<file path="src/rtl/phq_pkg.sv">
package phq_pkg;
   // Phase values are signed tenths of a degree
   localparam int PH_W  = 13;
   localparam int MAG_W = 12;
   typedef logic signed [PH_W-1:0] phase_t;
   typedef logic [MAG_W-1:0]       mag_t;

   localparam int HALF_T    = 1800;
   localparam int QUARTER_T = 900;
   localparam int FULL_T    = 3600;
   localparam int LANES     = 2;
endpackage

</file>
<file path="src/rtl/phq_conv.sv">
module phq_conv
   import phq_pkg::*;
#(
   parameter int CODE_W  = 16,
   parameter int SLOPE_W = 16,
   parameter int FRAC    = 12,
   parameter bit ROUND   = 1'b1
) (
   input  logic               clk,
   input  logic               rst_n,
   input  logic               en,
   input  logic [CODE_W-1:0]  code,
   input  logic [CODE_W-1:0]  offset,
   input  logic [SLOPE_W-1:0] slope,
   output mag_t               mag
);
   localparam int DW = CODE_W + 1;
   localparam int PW = DW + SLOPE_W + 1;
   localparam logic signed [PW-1:0] LIMIT = PW'(HALF_T);

   generate
      if (FRAC < 1 || FRAC >= PW - MAG_W) begin : g_bad_frac
         $error("phq_conv: FRAC out of range");
      end
   endgenerate

   logic signed [DW-1:0] diff_q;
   logic signed [PW-1:0] prod, adj, scaled;
   mag_t                 mag_n;

   // stage A: remove code offset
   always_ff @(posedge clk) begin
      if (!rst_n)  diff_q <= '0;
      else if (en) diff_q <= $signed({1'b0, code}) - $signed({1'b0, offset});
   end

   always_comb prod = PW'(diff_q) * $signed(PW'({1'b0, slope}));

   generate
      if (ROUND) begin : g_round
         localparam logic signed [PW-1:0] HALF_LSB = PW'(1) <<< (FRAC - 1);
         always_comb adj = prod + HALF_LSB;
      end else begin : g_trunc
         always_comb adj = prod;
      end
   endgenerate

   always_comb begin
      scaled = adj >>> FRAC;
      if (scaled < 0)          mag_n = '0;
      else if (scaled > LIMIT) mag_n = mag_t'(HALF_T);
      else                     mag_n = scaled[MAG_W-1:0];
   end

   // stage B: scaled and clamped magnitude
   always_ff @(posedge clk) begin
      if (!rst_n)  mag <= '0;
      else if (en) mag <= mag_n;
   end
endmodule

</file>
<file path="src/rtl/phq_fold.sv">
module phq_fold
   import phq_pkg::*;
#(
   parameter int EDGE_T = 100
) (
   input  logic   clk,
   input  logic   rst_n,
   input  logic   en,
   input  mag_t   mag_i,
   input  mag_t   mag_q,
   output phase_t raw
);
   generate
      if (EDGE_T < 0 || EDGE_T >= QUARTER_T) begin : g_bad_edge
         $error("phq_fold: EDGE_T out of range");
      end
   endgenerate

   localparam phase_t LO_LIM = phase_t'(EDGE_T);
   localparam phase_t HI_LIM = phase_t'(HALF_T - EDGE_T);
   localparam phase_t QTR    = phase_t'(QUARTER_T);
   localparam phase_t TQTR   = phase_t'(3 * QUARTER_T);

   phase_t si, sq, mag_sel, raw_n;
   logic   neg;

   always_comb begin
      si  = $signed({1'b0, mag_i});
      sq  = $signed({1'b0, mag_q});
      neg = sq > QTR;
      if (si < LO_LIM)      mag_sel = neg ? (sq - QTR)  : (QTR - sq);
      else if (si > HI_LIM) mag_sel = neg ? (TQTR - sq) : (QTR + sq);
      else                  mag_sel = si;
      raw_n = neg ? -mag_sel : mag_sel;
   end

   always_ff @(posedge clk) begin
      if (!rst_n)  raw <= '0;
      else if (en) raw <= raw_n;
   end
endmodule

</file>
<file path="src/rtl/phq_zero.sv">
module phq_zero
   import phq_pkg::*;
(
   input  logic   clk,
   input  logic   rst_n,
   input  logic   en,
   input  logic   capture,
   input  phase_t raw,
   output phase_t phase
);
   localparam phase_t HALF = phase_t'(HALF_T);
   localparam phase_t FULL = phase_t'(FULL_T);

   phase_t zoff, delta, wrapped;

   always_comb begin
      delta = capture ? '0 : (raw - zoff);
      if (delta >= HALF)      wrapped = delta - FULL;
      else if (delta < -HALF) wrapped = delta + FULL;
      else                    wrapped = delta;
   end

   always_ff @(posedge clk) begin
      if (!rst_n) begin
         zoff  <= '0;
         phase <= '0;
      end else if (en) begin
         phase <= wrapped;
         if (capture) zoff <= raw;
      end
   end
endmodule

</file>
<file path="src/rtl/phq_combiner.sv">
module phq_combiner
   import phq_pkg::*;
#(
   parameter int CODE_W  = 16,
   parameter int SLOPE_W = 16,
   parameter int FRAC    = 12,
   parameter int EDGE_T  = 100,
   parameter bit ROUND   = 1'b1
) (
   input  logic                    clk,
   input  logic                    rst_n,
   input  logic                    in_valid,
   output logic                    in_ready,
   input  logic [CODE_W-1:0]       i_code,
   input  logic [CODE_W-1:0]       q_code,
   input  logic                    cal_pulse,
   input  logic [CODE_W-1:0]       cfg_i_offset,
   input  logic [CODE_W-1:0]       cfg_q_offset,
   input  logic [SLOPE_W-1:0]      cfg_i_slope,
   input  logic [SLOPE_W-1:0]      cfg_q_slope,
   output logic                    out_valid,
   input  logic                    out_ready,
   output logic signed [PH_W-1:0]  phase_out
);
   localparam int STAGES = 4;

   generate
      if (CODE_W < 2 || SLOPE_W < 2) begin : g_bad_width
         $error("phq_combiner: widths too small");
      end
   endgenerate

   logic              adv, accept, pend;
   logic [STAGES-1:0] vld, tag;
   logic [CODE_W-1:0]  codes [LANES];
   logic [CODE_W-1:0]  offs  [LANES];
   logic [SLOPE_W-1:0] slps  [LANES];
   mag_t               mags  [LANES];
   phase_t             raw, ph;

   // whole pipeline advances together
   assign adv      = !vld[STAGES-1] || out_ready;
   assign in_ready = adv;
   assign accept   = in_valid && adv;

   always_ff @(posedge clk) begin
      if (!rst_n) begin
         vld  <= '0;
         tag  <= '0;
         pend <= 1'b0;
      end else begin
         if (adv) begin
            vld <= {vld[STAGES-2:0], in_valid};
            tag <= {tag[STAGES-2:0], in_valid && (pend || cal_pulse)};
         end
         if (accept)         pend <= 1'b0;
         else if (cal_pulse) pend <= 1'b1;
      end
   end

   assign codes[0] = i_code;       assign codes[1] = q_code;
   assign offs[0]  = cfg_i_offset; assign offs[1]  = cfg_q_offset;
   assign slps[0]  = cfg_i_slope;  assign slps[1]  = cfg_q_slope;

   generate
      for (genvar ln = 0; ln < LANES; ln++) begin : g_lane
         phq_conv #(
            .CODE_W(CODE_W), .SLOPE_W(SLOPE_W), .FRAC(FRAC), .ROUND(ROUND)
         ) u_conv (
            .clk(clk), .rst_n(rst_n), .en(adv),
            .code(codes[ln]), .offset(offs[ln]), .slope(slps[ln]),
            .mag(mags[ln])
         );
      end
   endgenerate

   phq_fold #(.EDGE_T(EDGE_T)) u_fold (
      .clk(clk), .rst_n(rst_n), .en(adv),
      .mag_i(mags[0]), .mag_q(mags[1]), .raw(raw)
   );

   phq_zero u_zero (
      .clk(clk), .rst_n(rst_n), .en(adv && vld[STAGES-2]),
      .capture(tag[STAGES-2]), .raw(raw), .phase(ph)
   );

   assign out_valid = vld[STAGES-1];
   assign phase_out = ph;
endmodule

</file>
<file path="config.mk">
export PLATFORM = sky130hd
export DESIGN_NAME = phq_combiner
export DESIGN_NICKNAME = d
export VERILOG_FILES = /design/src/rtl/phq_pkg.sv /design/src/rtl/phq_conv.sv /design/src/rtl/phq_fold.sv /design/src/rtl/phq_zero.sv /design/src/rtl/phq_combiner.sv
export SDC_FILE = /design/constraint.sdc
export NUM_CORES = 2
export LEC_CHECK = 0
export CAP_MARGIN = 20
export CORE_AREA = 2 2 227 229
export CTS_CLUSTER_DIAMETER = 60
export DETAILED_ROUTE_END_ITERATION = 8
export DIE_AREA = 0 0 229 231
export DONT_BUFFER_PORTS = 1
export PLACE_DENSITY_LB_ADDON = 0.2
export SLEW_MARGIN = 20
export SYNTH_ARGS = -nofsm -noshare
export SYNTH_HDL_FRONTEND = slang
export SYNTH_HIERARCHICAL = 1
export SYNTH_SLANG_ARGS = --single-unit
</file>
<file path="constraint.sdc">
create_clock -name clk -period 8.8 [get_ports clk]
set_input_delay 1.76 -clock clk [delete_from_list [all_inputs] [get_ports clk]]
set_output_delay 1.76 -clock clk [all_outputs]
set_load 0.01 [all_outputs]
</file>
==> Word level (Yosys, flattened, before mapping) <==
Index checks and enable logic that the tools add are counted.
{ "totals": {"regBits": 105, "word_cells": 54} }
{ "classes": {"addsub": 12, "mul": 2, "n_lt_le_gt_ge": 9, "muxes": 12, "bitwise_logic": 1, "n_reduce_logical": 8} }
{ "op_table": {"columns": ["op", "count"], "rows": [
  ["13-bit two-way mux", 8],
  ["34-bit by 13-bit adder with 34-bit output, second input constant", 2],
  ["17-bit by 17-bit multiplier with 34-bit output", 2],
  ["12-bit two-way mux", 4],
  ["22-bit by 12-bit greater-than comparator with 1-bit output, second input constant", 2],
  ["22-bit by 1-bit less-than comparator with 1-bit output, second input constant", 2],
  ["16-bit by 16-bit subtractor with 17-bit output", 2],
  ["10-bit by 12-bit adder with 13-bit output, first input constant", 1],
  ["13-bit adder, second input constant", 1],
  ["13-bit by 12-bit greater-or-equal comparator with 1-bit output, second input constant", 1],
  ["13-bit by 12-bit less-than comparator with 1-bit output, second input constant", 1],
  ["13-bit negation", 1],
  ["10-bit by 12-bit subtractor with 13-bit output, first input constant", 1],
  ["12-bit by 10-bit subtractor with 13-bit output, second input constant", 1],
  ["12-bit by 12-bit subtractor with 13-bit output, first input constant", 1],
  ["13-bit subtractor", 1],
  ["13-bit subtractor, second input constant", 1],
  ["12-bit by 10-bit greater-than comparator with 1-bit output, second input constant", 1],
  ["12-bit by 11-bit greater-than comparator with 1-bit output, second input constant", 1],
  ["12-bit by 7-bit less-than comparator with 1-bit output, second input constant", 1],
  ["1-bit logical AND", 3],
  ["1-bit logical OR", 2],
  ["2-bit AND reduction", 1],
  ["2-bit OR reduction", 1],
  ["2 further kinds", 2]
]} }

==> Logic depth before layout (Yosys ltp) <==
{ "logic_depth": {"ltp_word": 6, "depth_mapped": 26} }

==> Hierarchy <==
The synthesis kept the hierarchy.
{ "modules_own_cells": {"columns": ["mod", "n_inst", "cells_per_inst", "area_each_um2", "seq_area_each_um2"], "rows": [
  ["phq_conv (g_lane[0].u_conv)", 1, 1438, 12654.6, 580.6],
  ["phq_conv (g_lane[1].u_conv)", 1, 1437, 12643.4, 580.6],
  ["phq_zero", 1, 300, 2306.0, 520.5],
  ["phq_fold", 1, 271, 1928.1, 260.2],
  ["phq_combiner", 1, 33, 332.8, 160.2]
]} }

==> Worst setup path before layout <==
OpenSTA, ideal clock, no wires.
{ "synth_path": {"kind": "input to register", "startpoint": "input port cfg_i_slope[13]", "endpoint": "register g_lane[0].u_conv.mag[0]", "setup_ps": 117, "arrival_ps": 7835, "required_time_ps": 8683, "setup_slack_ps": 848, "path_stages": 23, "n_path_buf": 2, "cell_sequence": "clkbuf_1 -> clkbuf_1 -> nand2_1 -> fa_1 -> inv_1 -> fa_1 -> fa_1 -> fa_1 -> fa_1 -> inv_1 -> fa_1 -> inv_1 -> ha_1 -> a21oi_1 -> o21ai_0 -> nor3_1 -> o21a_2 -> o31a_1 -> or3_1 -> a22o_1 -> nor2_1 -> nor4_4 -> a22o_1"} }
{ "synth_via": {"elab_chain_len": 5, "elab_cells_between_ends": 6, "classes_between": "add/sub (1); mul (1); order compare (2); mux (2)"} }
{ "synth_rtl": {"columns": ["item", "line", "rtl"], "rows": [
  ["from (decl)", "phq_combiner.sv:19", "input logic [SLOPE_W-1:0] cfg_i_slope,"],
  ["17-bit by 17-bit multiplier with 34-bit output (*)", "phq_conv.sv:37", "always_comb prod = PW'(diff_q) * $signed(PW'({1'b0, slope}));"],
  ["34-bit by 13-bit adder with 34-bit output (*)", "phq_conv.sv:42", "always_comb adj = prod + HALF_LSB;"],
  ["22-bit by 12-bit greater-than comparator with 1-bit output", "phq_conv.sv:51", "else if (scaled > LIMIT) mag_n = mag_t'(HALF_T);"],
  ["12-bit two-way mux", "phq_conv.sv:51", null],
  ["12-bit two-way mux (*)", "phq_conv.sv:50", "if (scaled < 0) mag_n = '0;"],
  ["to (signal assigned)", "phq_conv.sv:58", "else if (en) mag <= mag_n;"],
  ["to (decl)", "phq_conv.sv:15", "output mag_t mag"]
]} }
Mark *: on every way between the ends. The rest lies on a longest branch, timed or not.
A chain may end at the register's enable or synchronous reset.

==> Worst setup path in the final report <==
{ "layout_path": {"startpoint": "input port cfg_i_slope[7]", "endpoint": "register g_lane[0].u_conv.mag[2]"} }
Same word-level chain as after synthesis.

==> metrics.md <==
| Metric | Value |
|---|---|
| Status | `finished clean` |
| Reg2Reg Capture Point | `g_lane[0].u_conv/mag[2]` |
| Final ANT Viol Nets | `0` |
| Commonest non-fill, non-tap cell in the layout | `inv_1` |
| CP startpoint kind | `input pin` |
| Via-to-Cell Ratio | `between 5 and 6` |
| Final Critical Period | `7.99 ns` |
| Max-capacitance violation count | `0` |
| Total core area | `about 0.05 mm2` |
| Clock root cell | `clkbuf_16` |
| H-tree Lvls | `3` |
| Netlist Area Pre-Place | `between 0.02 and 0.03 mm2` |
| Io pins | `between 100 and 150` |
| Largest net degree at the start of global routing | `98` |
| CP endpoint kind | `register` |
| Antenna cells | `0` |
| GR Util All Layers | `between 20% and 30%` |
| Die Ht | `between 200 and 250 um` |
| Die width | `approximately 230 um` |
| Setup TNS | `0 ns` |
| Crit-path max FO | `17` |
| Final setup viols | `0` |
| Post-synthesis sequential area ratio | `between 7 and 8%` |
| Clk pin slew, worst setup/hold paths | `about 0.07 ns` |
| Initial Util | `between 50 and 60%` |
| Hold Path Class | `reg2reg` |
| Number of global-route vias before repair | `between 20,000 and 25,000` |
| Worst-path cell chain | `and2_1 > fa_1 > inv_1 > fa_1 > fa_1 > inv_1 > fa_1 > fa_1 > inv_1 > fa_1 > inv_1 > ha_1 > a21oi_1 > o21ai_2 > o31ai_1 > nor2_2 > a311oi_2 > o32ai_1 > nor4b_2 > o2111ai_2 > nor4_4 > a22o_1` |
| Timing endpoint of the critical path | `g_lane[0].u_conv/mag[2]` |
| Syn avg cell area | `8.58 um2` |
| Max-slew violations | `0` |
| NumNets Final | `roughly 4,300` |
| Fin Clk Skew | `0.0111 ns` |
| Main synth FF type | `dfxtp_1` |
| GRT overflow | `0` |
| Synth Area in Compound Gates | `a little over a tenth` |
| Num rows | `83` |
| First-pass GRT wire length | `~120 mm` |
| WP data arrival | `between 8 and 9 ns` |
| CP Depth | `22` |
| Area leader, netlist | `fa_1` |
| Syn Inst Count | `3,479` |
| GPL Wtd Cong | `roughly 0.88` |
| Initial antenna violation count | `0` |
| Fmax achieved | `about 0.13 GHz` |
| Setup repair bufs after CTS | `0` |
| Worst r2r src | `g_lane[0].u_conv/diff_q[7]` |
| Worst slew margin | `36.4%` |
| Worst setup path startpoint | `cfg_i_slope[7]` |
| Syn_nets | `between 4,000 and 5,000` |
| Resized Gates After CTS | `0` |
| Drt first pass iters | `5` |
| YS warnings | `6` |
| Syn-to-layout area delta | `2.41%` |
| Synth Area in Adders | `between 40% and 50%` |
| Worst-margin pin slew | `approximately 0.95 ns` |
| Worst-skew pair later-pin latency | `approximately 0.38 ns` |
| Clock buffers created by TritonCTS | `9` |
| Tcrit/Tclk final | `90.8%` |
| Share of cells above drive strength 1 | `around 2.5%` |
| Flops & latches, synth | `approximately 110` |
| Most frequent cell on the critical path | `fa_1` |
| Vias | `~23,000` |
| CP max-delay cell | `fa_1` |
| CTS tree | `yes` |
| I/O Buffers | `0` |
| Max clock buf depth | `2` |
| Top cells by area, synth | `fa_1 37%, inv_1 11%, ha_1 10%` |
| Final Hold Fails | `0` |
| Top cell type's share of synthesized area | `between 30% and 40%` |
| Largest family of logic cells by synthesized area | `adder cells` |
| RSZ-0062 raised after global routing | `false` |
| Flop-to-flop setup slack | `1.37 ns` |
| Die ar. | `0.0529 mm2` |
| Drt drc | `0` |
| Routed length per instance | `roughly 17 um` |
| Post-synth EDFFs | `0` |
| Simple-gate area share of the yosys netlist | `about a fifth` |
| Post-CTS Hold Buffers | `0` |
| Most frequent cells in the layout | `858 x inv_1, 559 x fa_1, 353 x and2_1, 328 x nand2_1, 247 x ha_1` |
| Slowest stage delay, CP | `approximately 0.55 ns` |
| Final wirelength | `between 60 and 70 mm` |
| Mux share of post-synthesis cell area | `under 10%` |
| WP buf/inv | `4` |
| Post-DP HPWL | `approximately 57 mm` |
| Top delay family on crit path | `adder cells` |
| Clock Sinks | `about 110` |
| Drt initial violations | `between 1,000 and 1,500` |
| Post-synth ARST share | `0%` |
| Distinct cell type count after synthesis | `between 100 and 150` |
| Worst Path Required | `~9.1 ns` |
| Area share of xor/xnor cells in the synthesized design | `1.96%` |
| Reg2Reg Depth | `22` |
| Crit path kind | `in2reg` |
## tightest hold or removal path, delay by kind of cell, from the launching register on
| kind | cells | cell delay (ns) |
|---|---|---|
| flops | 1 | 0.31 |
| compound gates | 1 | 0.06 |
| simple gates | 1 | 0.05 |
## registers in the layout (all words and copies together) (netlist names)
register / flops
pend: 1
g_lane.u_conv/mag: 24
tag: 3
vld: 4
g_lane.u_conv/diff_q: 34
u_zero/zoff: 13
u_zero/phase: 13
u_fold/raw: 13
## cell type report
class,instances,area [um2]
clock buffer,9,225
clock inverter,7,113
fill,4531,20100
inverter,862,3240
multi-input combinational,2388,24000
sequential,105,2100
tap,680,851
timing repair buffer,5,37.5
## layer usage
metal / vias to the layer above / global-route usage [%] / routed length [um]
met4: 0 / 7.02 / 1400
met1: 11300 / 34.3 / 29600
met5: - / 0 / 0
li1: 10500 / - / -
met2: 539 / 48.6 / 34500
met3: 102 / 3.30 / 2850
## how the worst min path moves through the flow
stage	startpoint	end	depth (start not counted)
finish	u_zero/zoff[7]	u_zero/zoff[7]	2
global route	vld[0]	vld[0]	2
global placement	tag[0]	tag[0]	2
CTS	vld[1]	vld[1]	2
floorplan	g_lane[0].u_conv/mag[11]	g_lane[0].u_conv/mag[11]	1
detailed placement	vld[1]	vld[1]	2
## synth_stat cells (10+ instances only)
library cell	count
inv_1	858
nand2b_1	12
clkbuf_1	107
and3_1	15
a21o_1	19
xor2_1	25
o211a_1	11
a22o_1	16
nand3_1	47
fa_1	559
nor4_1	11
and2_1	353
o21ai_0	75
a21boi_0	25
a21oi_1	79
nor2_1	78
nand4_1	20
nand2_1	328
xnor2_1	42
nor3_1	48
mux2i_1	33
o21a_1	22
a31oi_1	19
o31ai_1	10
dfxtp_1	105
nor2b_1	54
ha_1	247
o211ai_1	20
## logic make-up after synthesis
family,Yosys count
adders and majority gates,806
xor gates and xnor gates,67
buffers and inverters,986
muxes,38
AOI/OAI and AO/OA,436
DFF,105
and+or+nand+nor,1041
## through the flow
step	hold WS (ns)	utilization (%)	area, um2	cells	worst slack (ns)
3_3_place_gp	0.448	59.7	30200	4040	0.677
3_5_place_dp	0.452	59.7	30200	4040	0.494
4_1_cts	0.464	60.3	30600	4056	0.864
5_1_grt	0.484	60.4	30600	4056	0.462
6_report	0.463	60.4	30600	4056	0.809
2_1_floorplan	0.429	-	29900	3479	0.848
Power is left out: the tool's default activity adds up to more than one toggle a clock period on the data nets, which glitch-free logic cannot reach.
